## config.mk

```make
export PLATFORM = sky130hd
export DESIGN_NAME = blit_engine
export DESIGN_NICKNAME = d
export VERILOG_FILES = /design/src/rtl/blit_pkg.sv /design/src/rtl/blit_decode.sv /design/src/rtl/blit_addr.sv /design/src/rtl/blit_lane.sv /design/src/rtl/blit_engine.sv
export SDC_FILE = /design/constraint.sdc
export NUM_CORES = 2
export LEC_CHECK = 0
export BUFFER_PORTS_ARGS = -buffer_cell sky130_fd_sc_hd__buf_2
export CORE_MARGIN = 2
export CORE_UTILIZATION = 43
export CTS_CLUSTER_SIZE = 30
export DETAILED_ROUTE_END_ITERATION = 7
export MAX_ROUTING_LAYER = met4
export PLACE_DENSITY = 0.66
export SETUP_SLACK_MARGIN = 0.3
export SLEW_MARGIN = 20
export SYNTH_ARGS = -nofsm -noshare
export SYNTH_HDL_FRONTEND = slang
export SYNTH_HIERARCHICAL = 1
export SYNTH_SLANG_ARGS = --single-unit
```

## constraint.sdc

```tcl
create_clock -name clk -period 11.49 [get_ports clk]
set_input_delay 2.8725 -clock clk [delete_from_list [all_inputs] [get_ports clk]]
set_output_delay 2.8725 -clock clk [all_outputs]
set_load 0.03 [all_outputs]
```

## src/rtl/blit_pkg.sv

```systemverilog
package blit_pkg;

  typedef enum logic [2:0] {
    ST_IDLE,
    ST_CHK,
    ST_RSRC,
    ST_RDST,
    ST_WR,
    ST_FIN
  } blit_state_t;

  // log2 of bytes per pixel from the depth field
  function automatic logic [1:0] depth_shift(input logic [1:0] depth);
    case (depth)
      2'b11:   depth_shift = 2'd2;
      2'b01:   depth_shift = 2'd1;
      default: depth_shift = 2'd0;
    endcase
  endfunction

  // ternary raster op with the pattern input tied high
  function automatic logic [31:0] rop_apply(input logic [7:0] code,
                                            input logic [31:0] s,
                                            input logic [31:0] d);
    for (int i = 0; i < 32; i++) begin
      rop_apply[i] = code[{1'b1, s[i], d[i]}];
    end
  endfunction

endpackage

```

## src/rtl/blit_decode.sv

```systemverilog
module blit_decode #(
  parameter int BW = 18
) (
  input  logic          clk,
  input  logic          rst_n,
  input  logic          load,
  input  logic [31:0]   data,
  output logic          pkt_last,
  output logic          wr_alpha,
  output logic          wr_rgb,
  output logic [15:0]   dpitch,
  output logic [7:0]    rop,
  output logic [1:0]    depth,
  output logic [15:0]   dx1,
  output logic [15:0]   dy1,
  output logic [15:0]   dx2,
  output logic [15:0]   dy2,
  output logic [BW-1:0] dbase,
  output logic [15:0]   sx,
  output logic [15:0]   sy,
  output logic [15:0]   spitch,
  output logic [BW-1:0] sbase
);

  logic [2:0] cnt_q, cnt_n;

  assign pkt_last = load && (cnt_q == 3'd7);
  assign cnt_n    = cnt_q + 3'd1;

  always_ff @(posedge clk or negedge rst_n) begin
    if (!rst_n) begin
      cnt_q <= 3'd0;
    end else if (load) begin
      cnt_q <= cnt_n;
    end
  end

  // field capture: datapath registers, no reset
  always_ff @(posedge clk) begin
    if (load) begin
      case (cnt_q)
        3'd0: begin wr_alpha <= data[21]; wr_rgb <= data[20]; end
        3'd1: begin dpitch <= data[15:0]; rop <= data[23:16]; depth <= data[25:24]; end
        3'd2: begin dx1 <= data[15:0]; dy1 <= data[31:16]; end
        3'd3: begin dx2 <= data[15:0]; dy2 <= data[31:16]; end
        3'd4: dbase  <= data[BW-1:0];
        3'd5: begin sx <= data[15:0]; sy <= data[31:16]; end
        3'd6: spitch <= data[15:0];
        default: sbase <= data[BW-1:0];
      endcase
    end
  end

endmodule

```

## src/rtl/blit_addr.sv

```systemverilog
module blit_addr
  import blit_pkg::*;
#(
  parameter int BW = 18
) (
  input  logic          clk,
  input  logic          rst_n,
  input  logic          start,
  input  logic          step,
  input  logic [1:0]    depth,
  input  logic [15:0]   dpitch,
  input  logic [15:0]   dx1,
  input  logic [15:0]   dy1,
  input  logic [15:0]   dx2,
  input  logic [15:0]   dy2,
  input  logic [BW-1:0] dbase,
  input  logic [15:0]   sx,
  input  logic [15:0]   sy,
  input  logic [15:0]   spitch,
  input  logic [BW-1:0] sbase,
  output logic          empty,
  output logic          last_px,
  output logic [BW-1:0] src_byte,
  output logic [BW-1:0] dst_byte
);

  logic [15:0]   xo_q, xo_n, yo_q, yo_n, wid, hgt;
  logic [BW-1:0] srow_q, srow_n, drow_q, drow_n, sp_ext, dp_ext;
  logic [1:0]    sh;
  logic          row_end, en;

  assign sh      = depth_shift(depth);
  assign sp_ext  = {{(BW-16){spitch[15]}}, spitch};
  assign dp_ext  = BW'(dpitch);
  assign wid     = dx2 - dx1;
  assign hgt     = dy2 - dy1;
  assign empty   = (dx2 <= dx1) || (dy2 <= dy1);
  assign row_end = (xo_q == wid - 16'd1);
  assign last_px = row_end && (yo_q == hgt - 16'd1);
  assign en      = start || step;

  always_comb begin
    xo_n   = xo_q;
    yo_n   = yo_q;
    srow_n = srow_q;
    drow_n = drow_q;
    if (start) begin
      xo_n   = 16'd0;
      yo_n   = 16'd0;
      srow_n = sbase + BW'(sy) * sp_ext;
      drow_n = dbase + BW'(dy1) * dp_ext;
    end else if (step) begin
      if (row_end) begin
        xo_n   = 16'd0;
        yo_n   = yo_q + 16'd1;
        srow_n = srow_q + sp_ext;
        drow_n = drow_q + dp_ext;
      end else begin
        xo_n = xo_q + 16'd1;
      end
    end
  end

  always_ff @(posedge clk or negedge rst_n) begin
    if (!rst_n) begin
      xo_q   <= '0;
      yo_q   <= '0;
      srow_q <= '0;
      drow_q <= '0;
    end else if (en) begin
      xo_q   <= xo_n;
      yo_q   <= yo_n;
      srow_q <= srow_n;
      drow_q <= drow_n;
    end
  end

  assign src_byte = srow_q + ((BW'(sx) + BW'(xo_q)) << sh);
  assign dst_byte = drow_q + ((BW'(dx1) + BW'(xo_q)) << sh);

endmodule

```

## src/rtl/blit_lane.sv

```systemverilog
module blit_lane
  import blit_pkg::*;
(
  input  logic [31:0] src_word,
  input  logic [31:0] dst_word,
  input  logic [1:0]  s_lane,
  input  logic [1:0]  d_lane,
  input  logic [1:0]  depth,
  input  logic        wr_alpha,
  input  logic        wr_rgb,
  input  logic [7:0]  rop,
  output logic [31:0] wdata,
  output logic [3:0]  be
);

  logic [31:0] src_al, src_pos;

  assign src_al  = src_word >> {s_lane, 3'b000};
  assign src_pos = src_al << {d_lane, 3'b000};
  assign wdata   = rop_apply(rop, src_pos, dst_word);

  always_comb begin
    case (depth_shift(depth))
      2'd2:    be = {wr_alpha, wr_rgb, wr_rgb, wr_rgb};
      2'd1:    be = 4'b0011 << d_lane;
      default: be = 4'b0001 << d_lane;
    endcase
  end

endmodule

```

## src/rtl/blit_engine.sv

```systemverilog
module blit_engine
  import blit_pkg::*;
#(
  parameter int ADDR_W = 16
) (
  input  logic              clk,
  input  logic              rst_n,
  input  logic              cmd_valid,
  output logic              cmd_ready,
  input  logic [31:0]       cmd_data,
  output logic              mem_req,
  output logic              mem_we,
  output logic [ADDR_W-1:0] mem_addr,
  output logic [31:0]       mem_wdata,
  output logic [3:0]        mem_be,
  input  logic [31:0]       mem_rdata,
  output logic              busy,
  output logic              done
);

  localparam int BW = ADDR_W + 2;

  blit_state_t state_q, state_n;
  logic          load, pkt_last, empty, last_px;
  logic          wr_alpha, wr_rgb;
  logic [15:0]   dpitch, dx1, dy1, dx2, dy2, sx, sy, spitch;
  logic [7:0]    rop;
  logic [1:0]    depth;
  logic [BW-1:0] dbase, sbase, src_byte, dst_byte;
  logic [31:0]   src_q, wdata;
  logic [3:0]    be;
  logic          cap_en;

  assign load = cmd_valid && cmd_ready;

  blit_decode #(.BW(BW)) u_dec (
    .clk(clk), .rst_n(rst_n), .load(load), .data(cmd_data),
    .pkt_last(pkt_last), .wr_alpha(wr_alpha), .wr_rgb(wr_rgb),
    .dpitch(dpitch), .rop(rop), .depth(depth),
    .dx1(dx1), .dy1(dy1), .dx2(dx2), .dy2(dy2), .dbase(dbase),
    .sx(sx), .sy(sy), .spitch(spitch), .sbase(sbase)
  );

  blit_addr #(.BW(BW)) u_addr (
    .clk(clk), .rst_n(rst_n),
    .start(state_q == ST_CHK), .step(state_q == ST_WR),
    .depth(depth), .dpitch(dpitch),
    .dx1(dx1), .dy1(dy1), .dx2(dx2), .dy2(dy2), .dbase(dbase),
    .sx(sx), .sy(sy), .spitch(spitch), .sbase(sbase),
    .empty(empty), .last_px(last_px),
    .src_byte(src_byte), .dst_byte(dst_byte)
  );

  blit_lane u_lane (
    .src_word(src_q), .dst_word(mem_rdata),
    .s_lane(src_byte[1:0]), .d_lane(dst_byte[1:0]),
    .depth(depth), .wr_alpha(wr_alpha), .wr_rgb(wr_rgb), .rop(rop),
    .wdata(wdata), .be(be)
  );

  always_comb begin
    state_n = state_q;
    case (state_q)
      ST_IDLE: if (pkt_last) state_n = ST_CHK;
      ST_CHK:  state_n = empty ? ST_FIN : ST_RSRC;
      ST_RSRC: state_n = ST_RDST;
      ST_RDST: state_n = ST_WR;
      ST_WR:   state_n = last_px ? ST_FIN : ST_RSRC;
      default: state_n = ST_IDLE;
    endcase
  end

  always_ff @(posedge clk or negedge rst_n) begin
    if (!rst_n) state_q <= ST_IDLE;
    else        state_q <= state_n;
  end

  // source word arrives while the destination read is issued
  assign cap_en = (state_q == ST_RDST);
  always_ff @(posedge clk) begin
    if (cap_en) src_q <= mem_rdata;
  end

  assign cmd_ready = (state_q == ST_IDLE);
  assign busy      = (state_q == ST_CHK) || (state_q == ST_RSRC) ||
                     (state_q == ST_RDST) || (state_q == ST_WR);
  assign done      = (state_q == ST_FIN);
  assign mem_req   = (state_q == ST_RSRC) || (state_q == ST_RDST) || (state_q == ST_WR);
  assign mem_we    = (state_q == ST_WR);
  assign mem_addr  = (state_q == ST_RSRC) ? src_byte[BW-1:2] : dst_byte[BW-1:2];
  assign mem_wdata = wdata;
  assign mem_be    = (state_q == ST_WR) ? be : 4'b0000;

endmodule

```

# Yosys cells after proc, flatten, opt, wreduce, memory -nomap -nowiden
# Cells that the tools add are included.
[op_classes] eq_ne=19 n_mux=84 mul=2 shift=6 reduce_logical=25 bitwise=1 addsub=15 n_lt_le_gt_ge=34
[op_table] cell="3-bit by 4-bit less-than comparator with 1-bit output, second input constant" count=32
[op_table] cell="16-bit two-way mux" count=7
[op_table] cell="18-bit two-way mux" count=6
[op_table] cell="18-bit adder" count=5
[op_table] cell="1-bit binary-select mux with 2-bit select" count=32
[op_table] cell="18-bit by 2-bit left shift with 18-bit output" count=2
[op_table] cell="16-bit by 16-bit adder with 17-bit output" count=2
[op_table] cell="16-bit by 1-bit adder with 16-bit output, second input constant" count=2
[op_table] cell="16-bit == test" count=2
[op_table] cell="16-bit less-or-equal comparator" count=2
[op_table] cell="1-bit two-way mux" count=32
[op_table] cell="32-bit by 5-bit left shift with 32-bit output" count=1
[op_table] cell="32-bit by 5-bit right shift with 32-bit output" count=1
[op_table] cell="16-bit by 1-bit subtractor with 16-bit output, second input constant" count=2
[op_table] cell="16-bit subtractor" count=2
[op_table] cell="18-bit by 16-bit adder with 18-bit output" count=1
[op_table] cell="3-bit == test, second input constant" count=6
[op_table] cell="16-bit by 16-bit multiplier with 18-bit output" count=1
[op_table] cell="17-bit by 16-bit multiplier with 18-bit output" count=1
[op_table] cell="2-bit AND reduction" count=9
[op_table] cell="3-bit one-hot mux with 5 select lines" count=1
[op_table] cell="3-bit by 2-bit == test with 1-bit output, second input constant" count=4
[op_table] cell="3-bit two-way mux" count=3
[op_table] cell="4-bit one-hot mux with 2 select lines" count=1
[op_table] cell="other kinds (16)" count=29
[totals] inputBits=67 ff_bits=282

# Longest topological paths before layout
[logic_depth] depth_word=8 depth_mapped=25

# By module
# Netlist, hierarchy kept.
[by_module_without_submodules] mod="blit_addr" cells_per_inst=2676 seq_area_each_um2=1701.6 area_per_inst_um2=21490.6 instances=1
[by_module_without_submodules] mod="blit_decode" cells_per_inst=204 seq_area_each_um2=5360.1 area_per_inst_um2=5567.8 instances=1
[by_module_without_submodules] mod="blit_lane" cells_per_inst=207 seq_area_each_um2=0.0 area_per_inst_um2=2123.3 instances=1
[by_module_without_submodules] mod="blit_engine" cells_per_inst=82 seq_area_each_um2=1036.0 area_per_inst_um2=1480.2 instances=1

# Worst setup path before layout
# No wires, ideal clock.
[synth_timing] path_type="register to output" startpoint="register u_addr.xo_q[0]" endpoint="output port mem_addr[15]" slack_ns=4.462 path_buffers=0 t_arrival_ns=4.155 stages_incl_launch_ff=22 cell_sequence="dfrtp_1 > ha_1 > fa_1 > a211oi_1 > o21ai_0 > o2111ai_1 > nand3_1 > o41a_1 > a21o_1 > a21oi_1 > xnor2_1 > nor2_1 > a21oi_1 > ha_1 > inv_1 > nor2_1 > o21ai_0 > o2111ai_1 > a21oi_1 > xor2_1 > xnor2_1 > mux2_2"
[synth_between] elab_chain_len=4
[synth_lines] item="from (decl)" line="blit_addr.sv:27" source="logic [15:0] xo_q, xo_n, yo_q, yo_n, wid, hgt;"
[synth_lines] item="from (signal assigned)" line="blit_addr.sv:71" source="xo_q <= xo_n;"
[synth_lines] item="16-bit by 16-bit adder with 17-bit output" line="blit_addr.sv:79" source="assign dst_byte = drow_q + ((BW'(dx1) + BW'(xo_q)) << sh);"
[synth_lines] item="18-bit by 2-bit left shift with 18-bit output" line="blit_addr.sv:79"
[synth_lines] item="18-bit adder" line="blit_addr.sv:79"
[synth_lines] item="named net dst_byte[17]" line="blit_engine.sv:29" source="logic [BW-1:0] dbase, sbase, src_byte, dst_byte;"
[synth_lines] item="16-bit two-way mux" line="blit_engine.sv:90" source="assign mem_addr = (state_q == ST_RSRC) ? src_byte[BW-1:2] : dst_byte[BW-1:2];"
[synth_lines] item="to (decl)" line="blit_engine.sv:13" source="output logic [ADDR_W-1:0] mem_addr,"
# The timed path passes the listed nets, and every way through them passes these cells.

# Worst setup path in the final report
[layout_timing] startpoint="register u_addr.xo_q[0]" endpoint="output port mem_addr[15]"
[layout_between] elab_chain_len=4
[layout_lines] item="16-bit by 16-bit adder with 17-bit output" line="blit_addr.sv:78" source="assign src_byte = srow_q + ((BW'(sx) + BW'(xo_q)) << sh);"
[layout_lines] item="18-bit by 2-bit left shift with 18-bit output" line="blit_addr.sv:78"
[layout_lines] item="18-bit adder" line="blit_addr.sv:78"
[layout_lines] item="named net src_byte[17]" line="blit_engine.sv:29"
[layout_lines] item="16-bit two-way mux" line="blit_engine.sv:90"
# The timed path passes the listed nets, and every way through them passes these cells.

==> flow_metrics.env <==
export IMPL_status="finished, final reports clean"
export IMPL_finalCritPeriodShare_pct=72.34
export IMPL_hold_buffers=0
export IMPL_critPathMaxStageDelay_ns=0.55
export IMPL_final_common_cell="inv_1"
export IMPL_fill_cells=6749
export IMPL_start_kind="register"
export IMPL_powerDensity_nw_per_um2=317.7
export IMPL_drt_pass1_iterations=6
export IMPL_cts_clk_slew_worst_paths_ns=0.05
export IMPL_insertion_delay_ns=0.57
export IMPL_hold_viol=0
export IMPL_max_freq_mhz=120.3
export IMPL_vias_per_cell=5.552
export IMPL_drc_errors=0
export IMPL_area_growth_pct=8.525
export IMPL_min_path_type="register to register"
export IMPL_cts_htree_levels=2
export IMPL_setup_violations=0
export IMPL_cts_resized=0
export IMPL_relSlewSlack_pct=25.00
export IMPL_drt_iter0_markers=1903
export IMPL_crit_chain="ha_1 > fa_1 > a21oi_1 > o211ai_1 > nand2_1 > o21a_1 > a21boi_0 > a2111oi_0 > nor3_1 > nor2_1 > a31oi_1 > ha_1 > inv_1 > nor2_1 > nor2_1 > o21ai_1 > a21oi_1 > o21ba_2 > xnor3_1 > mux2_2 > buf_2"
export IMPL_grt_start_max_net_pins=66
export IMPL_grt_pass1_vias=22970
export IMPL_cts_num_sinks=278
export IMPL_grt_pass1_wl_um=133400
export IMPL_skew_ns=0.04204
export IMPL_ir_drop_uv=311.6
export IMPL_critPathSlowestCell="a2111oi_0"
export IMPL_tightest_slew_ns=1.125
export IMPL_avgSynthCellArea_um2=9.650
export IMPL_tns_ns=0
export IMPL_numCtsBuffers=36
export IMPL_critical_path_class="register to output pin"
export IMPL_cts_tree="done"
export IMPL_dr_total_vias=23310
export IMPL_dp_hpwl_um=64950
export IMPL_clk_root_buffer_cell="clkbuf_16"
export IMPL_yosys_warnings=6
export IMPL_ioPinCount=124
export IMPL_port_buffers=123
export IMPL_maxCapViolations=0
export IMPL_antenna_found_initial=6
export IMPL_crit_path_max_fanout=8
export IMPL_final_area_um2=33150
export IMPL_arrival_ns=5.44
export IMPL_syn_inst=3165
export IMPL_path_delay_family="compound AO/OA/AOI/OAI gates"
export IMPL_period_needed_ns=8.312
export IMPL_multi_input_area_um2=20140
export IMPL_leakagePower_nw=14.91
export IMPL_grt_ovfl_total=0
export IMPL_die_h_um=270.5
export IMPL_core_area_um2=70150
export IMPL_track_usage_pct=24.26
export IMPL_ant_nets=0
export IMPL_critical_path_most_common_cell="nor2_1"
export IMPL_final_cell_mix="inv_1 (502), nand2_1 (271), ha_1 (264), fa_1 (255), edfxtp_1 (204)"
export IMPL_critPathBufInv=2
export IMPL_layout_nets=3817
export IMPL_die_w_um=270.5
export IMPL_gp_congestion=0.9555
export IMPL_final_layout_size_suffix_gt1_share_pct=9.607
export IMPL_cts_path_max_buffers=3
export IMPL_syn_nets=3751
export IMPL_syn_area_um2=30540
export IMPL_finalMaxSlewViolations=0
export IMPL_die_area_um2=73180
export IMPL_wl_um=86550
export IMPL_postCtsSetupBuffers=0
export IMPL_initial_core_util_pct=43.54
export IMPL_seq_area_um2=7978
export IMPL_cp_required_ns=8.62
export IMPL_placementRows=97
export IMPL_crit_path_end_kind="output pin"
export IMPL_place_area_um2=31930
export IMPL_rsz0062_at_grt="no"
export IMPL_wl_per_cell_um=20.61
[per-layer routing]
layer,GRT usage [%],share of wire (%),vias up
met5,-,0,-
met4,7.415,3.2,0
met3,3.319,7.0,149
met2,38.28,46,827
met1,32.52,44,11570
li1,-,-,10770
[worst paths after layout]
kind	from	endpoint	slack [ns]	cells after the start
worst max register to register	u_dec/dpitch[1]	u_addr/drow_q[17]	4.84	20
max in group asynchronous	rst_n	u_addr/srow_q[10]	8.15	2
min in group asynchronous	rst_n	u_addr/xo_q[9]	2.20	1
worst min register to register	u_dec/cnt_q[0]	u_dec/cnt_q[0]	0.53	1
worst min-delay path	u_dec/cnt_q[0]	u_dec/cnt_q[0]	0.53	1
worst max-delay path	u_addr/xo_q[0]	mem_addr[15]	3.18	21
[per-stage QoR]
stage	instances	hold slack [ns]	power [mW]	setup slack, ns	util, %
floorplan	3165	0.4915	7.389	4.462	-
global placement	4132	0.5202	9.254	3.820	45.51
detailed placement	4132	0.5224	9.355	3.804	45.51
CTS	4197	0.5331	10.56	3.184	47.20
global route	4198	0.5536	11.51	2.789	47.25
finish	4199	0.5290	10.53	3.178	47.25
[state kept, by name (all words and copies together), names as in the netlist, 4 cells and up]
name / flops
u_dec/spitch: 16
u_dec/dy2: 16
u_dec/sy: 16
src_q: 32
u_addr/xo_q: 16
u_dec/sx: 16
u_addr/yo_q: 16
u_dec/dbase: 18
u_dec/sbase: 18
u_dec/dy1: 16
u_dec/dpitch: 16
u_addr/srow_q: 18
u_dec/rop: 4
u_addr/drow_q: 18
u_dec/dx1: 16
u_dec/dx2: 16
[layout make-up]
| cell class | count | share of cell area [%] |
|---|---|---|
| clock buffer | 50 | 3.126 |
| clock inverter | 15 | 0.4454 |
| antenna | 1 | 0.007550 |
| multi-input combinational | 2270 | 60.78 |
| inverter | 505 | 5.719 |
| timing repair buffer | 140 | 2.310 |
| tap | 940 | 3.548 |
| sequential | 278 | 24.07 |
[report_power, final]
group / internal (mW) / total [mW] / leakage (nW) / switching, mW
Combinational: 3.28 / 7.90 / 11.6 / 4.63
Clock: 0.678 / 1.14 / 0.571 / 0.465
Sequential: 1.26 / 1.48 / 2.77 / 0.224
No activity file was read; power rests on OpenSTA's default activity.
